[config.mk]
export PLATFORM = sky130hd
export DESIGN_NAME = irq_ctrl_top
export DESIGN_NICKNAME = d
export VERILOG_FILES = /design/src/rtl/irq_pkg.sv /design/src/rtl/irq_datapath.sv /design/src/rtl/irq_control.sv /design/src/rtl/irq_ctrl_top.sv
export SDC_FILE = /design/constraint.sdc
export NUM_CORES = 1
export LEC_CHECK = 0
export CAP_MARGIN = 20
export CORE_MARGIN = 5
export CORE_UTILIZATION = 35
export DETAILED_ROUTE_END_ITERATION = 7
export GPL_TIMING_DRIVEN = 0
export MAX_ROUTING_LAYER = met4
export PLACE_DENSITY = 0.81
export REMOVE_ABC_BUFFERS = 1
export SETUP_SLACK_MARGIN = 0.02
export SLEW_MARGIN = 10
export SYNTH_ARGS = -nofsm -noshare
export SYNTH_HDL_FRONTEND = slang
export SYNTH_HIERARCHICAL = 1
export SYNTH_SLANG_ARGS = --single-unit
export TNS_END_PERCENT = 50
[constraint.sdc]
create_clock -name clk -period 1 [get_ports clk]
set_input_delay 0.25 -clock clk [delete_from_list [all_inputs] [get_ports clk]]
set_output_delay 0.25 -clock clk [all_outputs]
set_load 0.05 [all_outputs]
[src/rtl/irq_pkg.sv]
package irq_pkg;
  localparam int NUM_SRC  = 3;
  localparam int VEC_W    = 8;
  localparam int VEC_BASE = 4;
  localparam int VEC_STEP = 4;
  localparam int REG_W    = 2 * NUM_SRC + 2;

  typedef struct packed {
    logic               take;
    logic [NUM_SRC-1:0] clrMask;
  } ctrl_strobe_t;
endpackage

[src/rtl/irq_datapath.sv]
module irq_datapath
  import irq_pkg::*;
#(
  parameter int SYNC_STAGES = 2
) (
  input  logic               clk,
  input  logic               rstN,
  input  logic               extPinN,
  input  logic               tmrOvf,
  input  logic               adcDone,
  input  logic               phaseStrobe,
  input  logic               regWe,
  input  logic [REG_W-1:0]   regWdata,
  input  logic               retPlain,
  input  logic               retReenable,
  input  ctrl_strobe_t       strb,
  output logic [REG_W-1:0]   ctrlReg,
  output logic [NUM_SRC-1:0] flags,
  output logic [NUM_SRC-1:0] enables,
  output logic               masterEn,
  output logic               strobeRise,
  output logic               wakeReq
);
  logic [SYNC_STAGES:0] syncQ;
  logic                 strobeQ;
  logic                 extFall;
  logic [NUM_SRC-1:0]   hwSet;
  logic [NUM_SRC-1:0]   flagBase;

  always_ff @(posedge clk) begin
    if (!rstN) begin
      syncQ   <= '1;
      strobeQ <= 1'b0;
    end else begin
      syncQ   <= {syncQ[SYNC_STAGES-1:0], extPinN};
      strobeQ <= phaseStrobe;
    end
  end

  assign extFall    = syncQ[SYNC_STAGES] & ~syncQ[SYNC_STAGES-1];
  assign strobeRise = phaseStrobe & ~strobeQ;
  assign hwSet      = {adcDone, tmrOvf, extFall};
  assign flagBase   = regWe ? regWdata[2*NUM_SRC:NUM_SRC+1] : flags;

  always_ff @(posedge clk) begin
    if (!rstN) begin
      flags    <= '0;
      enables  <= '0;
      masterEn <= 1'b0;
    end else begin
      flags <= (flagBase & ~strb.clrMask) | hwSet;
      if (regWe) enables <= regWdata[NUM_SRC:1];
      if (strb.take)        masterEn <= 1'b0;
      else if (retReenable) masterEn <= 1'b1;
      else if (regWe)       masterEn <= regWdata[0];
    end
  end

  assign ctrlReg = {1'b0, flags, enables, masterEn};
  assign wakeReq = |flags;

  p_master_clr_r7: assert property (@(posedge clk) disable iff (!rstN)
    strb.take |=> !masterEn);

  p_plain_ret_r9: assert property (@(posedge clk) disable iff (!rstN)
    (retPlain && !retReenable && !strb.take && !regWe) |=> $stable(masterEn));

  for (genvar i = 0; i < NUM_SRC; i++) begin : g_hold
    p_flag_hold_r12: assert property (@(posedge clk) disable iff (!rstN)
      (flags[i] && !regWe && !strb.clrMask[i]) |=> flags[i]);
  end
endmodule

[src/rtl/irq_control.sv]
module irq_control
  import irq_pkg::*;
(
  input  logic               clk,
  input  logic               rstN,
  input  logic [NUM_SRC-1:0] flags,
  input  logic [NUM_SRC-1:0] enables,
  input  logic               masterEn,
  input  logic               stackFull,
  input  logic               strobeRise,
  output ctrl_strobe_t       strb,
  output logic               ackValid,
  output logic [VEC_W-1:0]   ackVector
);
  logic [NUM_SRC-1:0] ready;
  logic [NUM_SRC-1:0] winner;
  logic [VEC_W-1:0]   winVec;
  logic               grant;

  assign ready = flags & enables;
  assign grant = strobeRise & masterEn & ~stackFull & (|ready);

  always_comb begin
    winner = '0;
    winVec = '0;
    for (int i = NUM_SRC - 1; i >= 0; i--) begin
      if (ready[i]) begin
        winner = '0;
        winner[i] = 1'b1;
        winVec = VEC_W'(VEC_BASE + VEC_STEP * i);
      end
    end
  end

  assign strb.take    = grant;
  assign strb.clrMask = grant ? winner : '0;

  always_ff @(posedge clk) begin
    if (!rstN) begin
      ackValid  <= 1'b0;
      ackVector <= '0;
    end else begin
      ackValid <= grant;
      if (grant) ackVector <= winVec;
    end
  end

  p_ack_gate_r5: assert property (@(posedge clk) disable iff (!rstN)
    ackValid |-> ($past(masterEn) && !$past(stackFull)));

  p_ack_strobe_r8: assert property (@(posedge clk) disable iff (!rstN)
    ackValid |-> $past(strobeRise));

  p_vec_prio_r6: assert property (@(posedge clk) disable iff (!rstN)
    (ackValid && ackVector != VEC_W'(VEC_BASE)) |-> !($past(flags[0]) && $past(enables[0])));
endmodule

[src/rtl/irq_ctrl_top.sv]
module irq_ctrl_top
  import irq_pkg::*;
(
  input  logic             clk,
  input  logic             rstN,
  input  logic             extPinN,
  input  logic             tmrOvf,
  input  logic             adcDone,
  input  logic             phaseStrobe,
  input  logic             stackFull,
  input  logic             regWe,
  input  logic [REG_W-1:0] regWdata,
  output logic [REG_W-1:0] regRdata,
  input  logic             retPlain,
  input  logic             retReenable,
  output logic             ackValid,
  output logic [VEC_W-1:0] ackVector,
  output logic             wakeReq
);
  ctrl_strobe_t       strb;
  logic [NUM_SRC-1:0] flags;
  logic [NUM_SRC-1:0] enables;
  logic               masterEn;
  logic               strobeRise;

  irq_datapath #(.SYNC_STAGES(2)) dp_i (
    .clk(clk), .rstN(rstN), .extPinN(extPinN), .tmrOvf(tmrOvf), .adcDone(adcDone),
    .phaseStrobe(phaseStrobe), .regWe(regWe), .regWdata(regWdata),
    .retPlain(retPlain), .retReenable(retReenable), .strb(strb),
    .ctrlReg(regRdata), .flags(flags), .enables(enables), .masterEn(masterEn),
    .strobeRise(strobeRise), .wakeReq(wakeReq)
  );

  irq_control ctl_i (
    .clk(clk), .rstN(rstN), .flags(flags), .enables(enables), .masterEn(masterEn),
    .stackFull(stackFull), .strobeRise(strobeRise), .strb(strb),
    .ackValid(ackValid), .ackVector(ackVector)
  );
endmodule

## Word level (Yosys, flattened, before mapping)

Index checks and enable logic that the tools add are counted.

- Flip-flop bits (word level): 20
- Input port bits: 18
- Output and inout port bits: 18
- Word-level logic and storage cells: 34

- Muxes and demuxes: 10
- Bitwise gates (word level): 13
- Reductions and logical operators: 4

Operator list:

| cell | count |
|---|---|
| 3-bit two-way mux | 5 |
| 4-bit two-way mux | 3 |
| 3-bit bitwise AND | 2 |
| 3-bit OR reduction | 2 |
| 1-bit bitwise AND | 5 |
| 1-bit NOT | 4 |
| 3-bit NOT | 1 |
| 3-bit OR | 1 |
| 1-bit two-way mux | 2 |
| 2-bit nonzero test | 1 |
| 2-bit OR reduction | 1 |

## Depth between registers and ports, before layout

Gate-level depths: netlist of the first run.

- Depth in word-level cells: 9
- Depth in mapped cells: 6
- Gate-level depth less buffers: 5

## By module

Netlist of the first run, hierarchy kept.

By module, submodules not included:

| module | times used | cells each | area each (um^2) | sequential area each (um^2) |
|---|---|---|---|---|
| irq_datapath | 1 | 50 | 494.2 | 220.2 |
| irq_control | 1 | 27 | 221.5 | 60.1 |

## Worst setup path before layout of the first run

Ideal clock, no wire load.

- Kind: register to register
- From: reg dp_i.flags[0]
- To: reg dp_i.masterEn
- Library setup time: 0.118 ns
- Arrival: 1.344 ns
- Required time: 0.882 ns
- Path slack: -0.462 ns
- Stages on the path, launching flop included: 7
- Path buffers: 2
- Clock period less this slack: 1.462 ns
- Path through: dfxtp_1 -> buf_4 -> nand2_1 -> a31oi_1 -> buf_4 -> nand2b_1 -> a21oi_1

- Cells in the longest elaborated chain, start to end: 4

Ends and longest elaborated chain:

| item | line | source |
|---|---|---|
| start, declared | irq_datapath.sv:18 | `output logic [NUM_SRC-1:0] flags,` |
| start signal, assigned | irq_datapath.sv:51 | `flags <= (flagBase & ~strb.clrMask) \| hwSet;` |
| 3-bit bitwise AND | irq_control.sv:20 | `assign ready = flags & enables;` |
| 3-bit OR reduction | irq_control.sv:21 | `assign grant = strobeRise & masterEn & ~stackFull & (\|ready);` |
| 1-bit bitwise AND | irq_control.sv:21 |  |
| named net ctl_i.grant | irq_control.sv:18 | `logic grant;` |
| 2-bit OR reduction (no line) | - |  |
| end signal, assigned | irq_datapath.sv:55 | `else if (regWe) masterEn <= regWdata[0];` |
| end, declared | irq_datapath.sv:20 | `output logic masterEn,` |

The timed path passes the listed nets, and every way through them passes these cells.
A chain may end at the register's enable or synchronous reset.

## Worst setup path in the final report of the first run

- From: reg dp_i.flags[1]
- To: out wakeReq

- Cells in the longest elaborated chain, start to end: 1

Ends and longest elaborated chain:

| item | line | source |
|---|---|---|
| 3-bit OR reduction | irq_datapath.sv:60 | `assign wakeReq = \|flags;` |
| end, declared | irq_ctrl_top.sv:18 | `output logic wakeReq` |

No other way between the ends.

==> results of run 1 <==
## worst max-delay path, cell delays in order (launching register included)
cell and delay, ps:
sky130_fd_sc_hd__dfxtp_2 330, sky130_fd_sc_hd__or3_1 380, sky130_fd_sc_hd__buf_6 160
## power by group
part           internal [mW]  switching (mW)  total, mW  leakage, nW
Clock                  0.140           0.162      0.302       0.0138
Combinational          0.189           0.248      0.438        0.348
Sequential             0.586          0.0358      0.622        0.121
Total                  0.915           0.446       1.36        0.483
## final cells by class
type                            count  area [sq um]  share of cell area
Clock buffer                        3         22.52             0.02009
Inverter                            2         7.507            0.006696
Multi-Input combinational cell     49         400.4              0.3571
Sequential cell                    14         309.0              0.2757
Tap cell                           27         33.78             0.03013
Timing Repair Buffer               30         347.8              0.3103
## kinds of logic after synthesis
kind of cell | Yosys count
multiplexers | 7
other | 2
AO/OA/AOI/OAI | 9
AND/OR/NAND/NOR | 26
buffers and inverters | 19
flip-flops | 14
## cells in the final DEF (no fill, tap or decap), drive strengths merged, types with 2 or more instances in the layout
| master | n |
|---|---|
| nand2 | 7 |
| clkbuf | 4 |
| mux2i | 7 |
| a21oi | 2 |
| and2 | 2 |
| nor2b | 4 |
| o21ai | 3 |
| dlygate4sd2 | 2 |
| or2b | 3 |
| conb | 7 |
| buf | 15 |
| clkdlybuf4s50 | 11 |
| inv | 2 |
| nand3b | 2 |
| nand2b | 4 |
| dfxtp | 14 |
## stage by stage
| step | util | hold WS, ps | TNS (ps) | setup slack [ps] |
|---|---|---|---|---|
| global route | 0.5714 | 335.6 | -2985 | -423.9 |
| finish | 0.5714 | 329.1 | -2208 | -390.7 |
| floorplan | - | 323.0 | -2415 | -392.1 |
| global placement | 0.4585 | 391.2 | -10550 | -635.5 |
| detailed placement | 0.4585 | 399.9 | -10950 | -645.4 |
| CTS | 0.5376 | 324.8 | -1645 | -405.0 |
## flip-flops by register name, summed over array words and instances, names as in the netlist
register,cells
dp_i/syncQ,3
dp_i/enables,3
dp_i/strobeQ,1
ctl_i/ackValid,1
dp_i/flags,3
dp_i/masterEn,1
ctl_i/ackVector,2
## worst max-delay path by stage
stage | cells past startpoint | end
final | 2 | wakeReq
after global routing | 2 | wakeReq
after CTS | 2 | wakeReq
after detailed placement | 2 | wakeReq
after global placement | 2 | wakeReq
after floorplan | 4 | dp_i/flags[1]$_SDFF_PN0_
## routing by layer
layer | part of all wire | wire length, microns
met5 | 0 | 0
met4 | 0.0064 | 10
met3 | 0.11 | 165
met2 | 0.53 | 828
met1 | 0.36 | 558
## timing repair
action / in CTS / in global routing
setup endpoints to repair: 25 / 18
hold buffers: 0 / 0
resized for setup: 115 / 13
pin swaps: 3 / 4
endpoints found under the hold margin: 0 / 0
buffers inserted: 3 / 2
==> insert_results.sql, run 1 <==
INSERT INTO impl_metrics (metric_group, metric, value, unit) VALUES
('drt', 'remaining_drc_errors', '0', ''),
('final_layout', 'flow.area_growth_from_synthesis', '56.64', '%'),
('floorplan', 'fp.dieW', '55.22', 'microns'),
('synth', 'ys_ff_latch', '14', ''),
('min_path', 'timing.hold.worst.start', 'phaseStrobe', ''),
('drt', 'detail_route.vias_per_cell', '4.472', ''),
('clock_network', 'clk_buf_depth', '2', ''),
('place', 'portBuffers', '26', ''),
('timing', 'finalCriticalPeriod', '1391', 'ps'),
('floorplan', 'initial_utilization', '0.3648', ''),
('grt', 'grtUsageMet3', '0.06061', ''),
('grt', 'met1_usage', '0.1144', ''),
('grt', 'wire_length_of_the_first_global_routing_pass', '2.691', 'mm'),
('clock_network', 'clock-root-buffer', 'sky130_fd_sc_hd__clkbuf_4', ''),
('final_layout', 'stdcell_area', '1121', 'sq um'),
('setup_path', 'worstPathRequired', '750', 'ps'),
('timing', 'max_freq', '719.0', 'MHz'),
('clock_network', 'clk_latency', '280', 'ps'),
('synth', 'synth-async-reset-ratio', '0', ''),
('setup_path', 'r2r.worst_path.cells', '8', ''),
('drt', 'via_count', '559', ''),
('synth', 'synth_warnings', '6', ''),
('floorplan', 'fp.dieArea', '3049', 'sq um'),
('outcome', 'violations', 'negative setup slack', ''),
('setup_path', 'cp-start-kind', 'flop', ''),
('min_path', 'min_delay_worst_endpoint', 'dp_i/strobeQ$_SDFF_PN0_', ''),
('floorplan', 'io_pins', '36', ''),
('drt', 'wl_per_cell', '12.50', 'microns'),
('synth', 'largest_family_of_logic_cells_by_synthesized_area', 'simple AND/OR/NAND/NOR gates', ''),
('pwr', 'totalPowerFinal', '1.361', 'mW'),
('final_layout', 'final_cell_count_no_fill', '125', ''),
('grt', 'globalRouteTotalUtil', '0.1155', ''),
('place', 'post-place-cells', '118', ''),
('synth', 'synth.mux.area_fraction', '0.09790', ''),
('grt', 'top_usage_layer', 'met2', ''),
('timing', 'rsz0062_at_grt', 'true', ''),
('drt', 'routed_wl', '1.562', 'mm'),
('min_path', 'whs_path_depth', '2', ''),
('synth', 'yosys.area.top_type', 'sky130_fd_sc_hd__dfxtp_1', ''),
('synth', 'synthFlopType', 'sky130_fd_sc_hd__dfxtp_1', ''),
('final_layout', 'n_fill_cell', '179', ''),
('synth', 'mappedNetlistArea', '715.7', 'sq um'),
('timing', 'post-route-period-util', '1.391', ''),
('clock_network', 'level_count_of_the_clock_h_tree', '1', ''),
('synth', 'synth.cells.most_frequent', '15 x sky130_fd_sc_hd__buf_4, 14 x sky130_fd_sc_hd__dfxtp_1, 7 x sky130_fd_sc_hd__mux2i_1, 7 x sky130_fd_sc_hd__nand2_1', ''),
('flow_run', 'drv_cap', '0', ''),
('drt', 'dr.pass1.iters', '4', ''),
('synth', 'synthXorXnorAreaFrac', '0', ''),
('synth', 'post_synth_fa_ha_maj_area_fraction', '0', ''),
('drt', 'drt-initial-drc-count', '6', ''),
('setup_path', 'critical_path.reg2reg.endpoint', 'dp_i/flags[2]$_SDFF_PN0_', ''),
('grt', 'grt_antenna_before_repair', '0', ''),
('drt', 'postRouteAntennaNets', '0', ''),
('setup_path', 'crit_type', 'flop to primary output', ''),
('synth', 'sequential_to_total_area_share_from_yosys_stat', '0.3916', ''),
('outcome', 'outcome', 'finished, violations left', ''),
('setup_path', 'regToRegSetupSlack', '-200', 'ps'),
('clock_network', 'clk_pin_slew_worst_paths', '80', 'ps'),
('pwr', 'power_leakage', '0.4831', 'nW'),
('timing', 'report.final.slew_viol_count', '0', ''),
('timing', 'postLayoutSetupSlackWorst', '-390.7', 'ps'),
('synth', 'synth-compound-area-share', '0.08392', ''),
('synth', 'area_fraction_of_the_dominant_cell_type_after_synthesis', '0.3916', ''),
('timing', 'final_hold_viol_count', '0', ''),
('synth', 'count_of_cell_types_in_the_netlist', '24', ''),
('grt', 'grt_start_max_net_pins', '19', ''),
('synth', 'yosys.cell_count.top_type', 'sky130_fd_sc_hd__buf_4', ''),
('clock_network', 'clock_tree_from_tritoncts', 'yes', ''),
('timing', 'setup_viol_count_final', '18', ''),
('clock_network', 'cts.sink_count', '14', ''),
('grt', 'grt_overflow', '0', '');
(Power assumes the default switching activity.)
==> inputs of run 2 (changes only) <==
--- a/config.mk
+++ b/config.mk
@@ -7,13 +7,14 @@
 export LEC_CHECK = 0
 export CAP_MARGIN = 20
 export CORE_MARGIN = 5
-export CORE_UTILIZATION = 35
+export CORE_UTILIZATION = 45
 export DETAILED_ROUTE_END_ITERATION = 7
+export DONT_BUFFER_PORTS = 1
 export GPL_TIMING_DRIVEN = 0
 export MAX_ROUTING_LAYER = met4
-export PLACE_DENSITY = 0.81
+export PLACE_DENSITY = 0.69
 export REMOVE_ABC_BUFFERS = 1
-export SETUP_SLACK_MARGIN = 0.02
+export SETUP_SLACK_MARGIN = 0.2
 export SLEW_MARGIN = 10
 export SYNTH_ARGS = -nofsm -noshare
 export SYNTH_HDL_FRONTEND = slang
==> run 2 against run 1 <==
- the run still ends with negative setup slack left
- critical path type unchanged
- via count is 17% lower
- clock skew decreased by 3.3 ps
- global-route usage down 0.31 points
- wire length is 9.6% lower
- clock power increased by 34%
- count of clock-buffer cells in the layout is 1 higher
- final cell count fell by 30%
- core utilization decreased by 3.4 points
- power shrank 6.1%
- die area down 18%
- first-iteration DRC count is 17% lower
==> insert_results.sql, run 2 (synthesized netlist as in run 1, its figures left out) <==
INSERT INTO impl_metrics (metric_group, metric, value, unit) VALUES
('timing', 'post-route-period-util', '1.447', ''),
('place', 'place_congestion', '0.6855', ''),
('outcome', 'violations', 'negative setup slack', ''),
('clock_network', 'clk_latency', '280', 'ps'),
('final_layout', 'mostFrequentLayoutCells', '10 x sky130_fd_sc_hd__dfxtp_4, 7 x sky130_fd_sc_hd__conb_1, 7 x sky130_fd_sc_hd__mux2i_1, 4 x sky130_fd_sc_hd__nand2b_1, 4 x sky130_fd_sc_hd__dfxtp_1', ''),
('final_layout', 'flow.area_growth_from_synthesis', '13.11', '%'),
('timing', 'setup_viol_count_final', '11', ''),
('setup_path', 'crit_path_max_incr_delay', '500', 'ps'),
('clock_network', 'level_count_of_the_clock_h_tree', '1', ''),
('timing', 'final.hold.worst_slack', '43.46', 'ps'),
('floorplan', 'design.core.area', '1506', 'sq um'),
('setup_path', 'critical_path_peak_fanout', '4', ''),
('floorplan', 'io_pins', '36', ''),
('place', 'portBuffers', '0', ''),
('pwr', 'share_seq_of_total_power', '0.547', ''),
('pwr', 'switching_share', '0.3286', ''),
('grt', 'globalRouteTotalUtil', '0.1124', ''),
('timing', 'finalCriticalPeriod', '1447', 'ps'),
('floorplan', 'die-height', '49.88', 'microns'),
('pwr', 'power.density_cell_area', '1579', 'nW/um^2'),
('grt', 'first_global_vias', '419', ''),
('floorplan', 'fp.dieW', '49.88', 'microns'),
('clock_network', 'clock-root-buffer', 'sky130_fd_sc_hd__clkbuf_4', ''),
('pwr', 'clockPowerShare', '0.318', ''),
('grt', 'globalRouteMet2Util', '0.1610', ''),
('final_layout', 'post_route_cells_drive_above_1_share', '0.4225', ''),
('timing', 'postLayoutSetupSlackWorst', '-446.8', 'ps'),
('drt', 'detail_route.vias_per_cell', '5.322', ''),
('flow_run', 'drv_cap', '0', ''),
('setup_path', 'worstPathBufferInverterCount', '0', ''),
('final_layout', 'num_antenna_cells', '0', ''),
('setup_path', 'worstPathRequired', '750', 'ps'),
('grt', 'grt_overflow', '0', ''),
('min_path', 'worst_hold_path_type', 'input port to flop', ''),
('final_layout', 'fin_nets', '90', ''),
('outcome', 'outcome', 'finished, violations left', ''),
('clock_network', 'cts_inserted_buffers', '3', ''),
('timing', 'rsz0062_at_grt', 'true', ''),
('pwr', 'power_leakage', '0.3476', 'nW'),
('setup_path', 'cp-start-kind', 'flop', ''),
('pwr', 'pwr-share-comb', '0.135', ''),
('setup_path', 'crit_type', 'flop to primary output', ''),
('clock_network', 'cts.sink_count', '14', ''),
('drt', 'remaining_drc_errors', '0', ''),
('drt', 'dr.pass1.iters', '3', ''),
('setup_path', 'crit_slowest_cell', 'sky130_fd_sc_hd__or3_4', ''),
('drt', 'via_count', '463', ''),
('timing', 'report.final.slew_viol_count', '0', ''),
('clock_network', 'clk_pin_slew_worst_paths', '80', 'ps'),
('setup_path', 'worstSetupPathDepth', '1', ''),
('floorplan', 'fp.dieArea', '2488', 'sq um'),
('place', 'post-place-cells', '81', ''),
('grt', 'top_usage_layer', 'met2', ''),
('final_layout', 'biggestRegsByFlops', 'dp_i/enables (3), dp_i/flags (3), dp_i/syncQ (3)', ''),
('drt', 'wl_per_cell', '16.23', 'microns'),
('pwr', 'power.internal', '858.1', 'uW'),
('place', 'final_hpwl_dp', '872.9', 'microns'),
('floorplan', 'num_rows', '14', ''),
('setup_path', 'critPathArrivalTime', '1200', 'ps'),
('pwr', 'p_sw', '420.0', 'uW'),
('drt', 'drt-initial-drc-count', '5', ''),
('clock_network', 'clock_tree_from_tritoncts', 'yes', ''),
('timing', 'skew', '2.591', 'ps'),
('grt', 'met1_usage', '0.1236', ''),
('drt', 'postRouteAntennaNets', '0', ''),
('setup_path', 'worst_path_dominant_cell_family', 'simple AND/OR/NAND/NOR gates', ''),
('setup_path', 'timing.critical_path.cells', 'or3_4', ''),
('min_path', 'whs_path_depth', '1', ''),
('clock_network', 'clk_buf_depth', '2', ''),
('grt', 'wire_length_of_the_first_global_routing_pass', '2.056', 'mm'),
('grt', 'grt_start_max_net_pins', '19', ''),
('grt', 'grtUsageMet3', '0.05723', ''),
('pwr', 'vdd_ir_drop_max', '836.7', 'uV'),
('final_layout', 'final_common_cell', 'sky130_fd_sc_hd__dfxtp_4', ''),
('timing', 'max_freq', '691.2', 'MHz'),
('drt', 'routed_wl', '1.412', 'mm'),
('final_layout', 'final_cell_count_no_fill', '87', ''),
('setup_path', 'critical_path.endpoint_type', 'primary output', ''),
('setup_path', 'r2r.worst_path.cells', '4', ''),
('timing', 'final_hold_viol_count', '0', ''),
('grt', 'grt_antenna_before_repair', '0', ''),
('floorplan', 'initial_utilization', '0.4751', '');
==> run 2: cell count changes in the layout (fill, tap and decap cells not counted), sizes merged <==
cell	before	now
dlygate4sd2	2	0
buf	15	2
clkdlybuf4s50	11	0
dlymetal6s2s	1	0
==> run 2: final cells by class <==
cell class / instances / area (sq um)
timing repair buffer: 2 / 22.52
sequential: 14 / 317.8
inverter: 2 / 7.507
multi-input combinational: 49 / 405.4
clock buffer: 4 / 36.28
tap: 16 / 20.02
fill: 135 / 696.9
==> run 2: what timing repair did <==
| action | 4_1_cts | 5_1_grt |
|---|---|---|
| endpoints found under the setup margin | 21 | 18 |
| hold buffers | 0 | 0 |
| resized for setup | 32 | 7 |
| setup buffers | 2 | 0 |
| pin swaps | 4 | 6 |
==> run 2: path summary, 6_finish.rpt <==
path                                               start                       end  slack (ps)
worst min-delay path                                rstN  dp_i/syncQ[1]$_SDFF_PN1_          40
worst max-delay path            dp_i/flags[1]$_SDFF_PN0_                   wakeReq        -450
worst max register to register  dp_i/flags[0]$_SDFF_PN0_  dp_i/flags[1]$_SDFF_PN0_        -160
worst min register to register  dp_i/syncQ[0]$_SDFF_PN1_  dp_i/syncQ[1]$_SDFF_PN1_         410
==> run 2: layer usage <==
metal  vias up  share of wire
met5         -              0
met4         0          0.021
met3         8           0.13
met2        27           0.51
met1       207           0.34
li1        221              -
==> run 2: worst reg2reg max path, stage by stage (launching register included) <==
cell and delay [ps]:
sky130_fd_sc_hd__dfxtp_4 490, sky130_fd_sc_hd__nand2_4 120, sky130_fd_sc_hd__nor3b_2 170, sky130_fd_sc_hd__or2b_1 210
sky130_fd_sc_hd__o21ai_1 110
==> run 2: stage by stage <==
step | total power [mW] | utilization | area [sq um] | setup TNS [ps] | setup slack [ps]
floorplan | 0.8379 | - | 605.6 | -2415 | -392.1
global placement | 0.8504 | 0.4153 | 625.6 | -3266 | -503.9
detailed placement | 0.8532 | 0.4153 | 625.6 | -3350 | -529.9
CTS | 1.280 | 0.5075 | 764.5 | -905.3 | -461.5
global route | 1.335 | 0.5374 | 809.5 | -1699 | -469.3
finish | 1.278 | 0.5374 | 809.5 | -1152 | -446.8
==> run 2: power by group through the flow <==
stage	Sequential, mW	Clock (mW)	Combinational, mW
2_1_floorplan	0.700	0	0.138
3_3_place_gp	0.708	0	0.143
3_5_place_dp	0.708	0	0.145
4_1_cts	0.694	0.426	0.161
5_1_grt	0.704	0.447	0.184
6_report	0.699	0.406	0.173
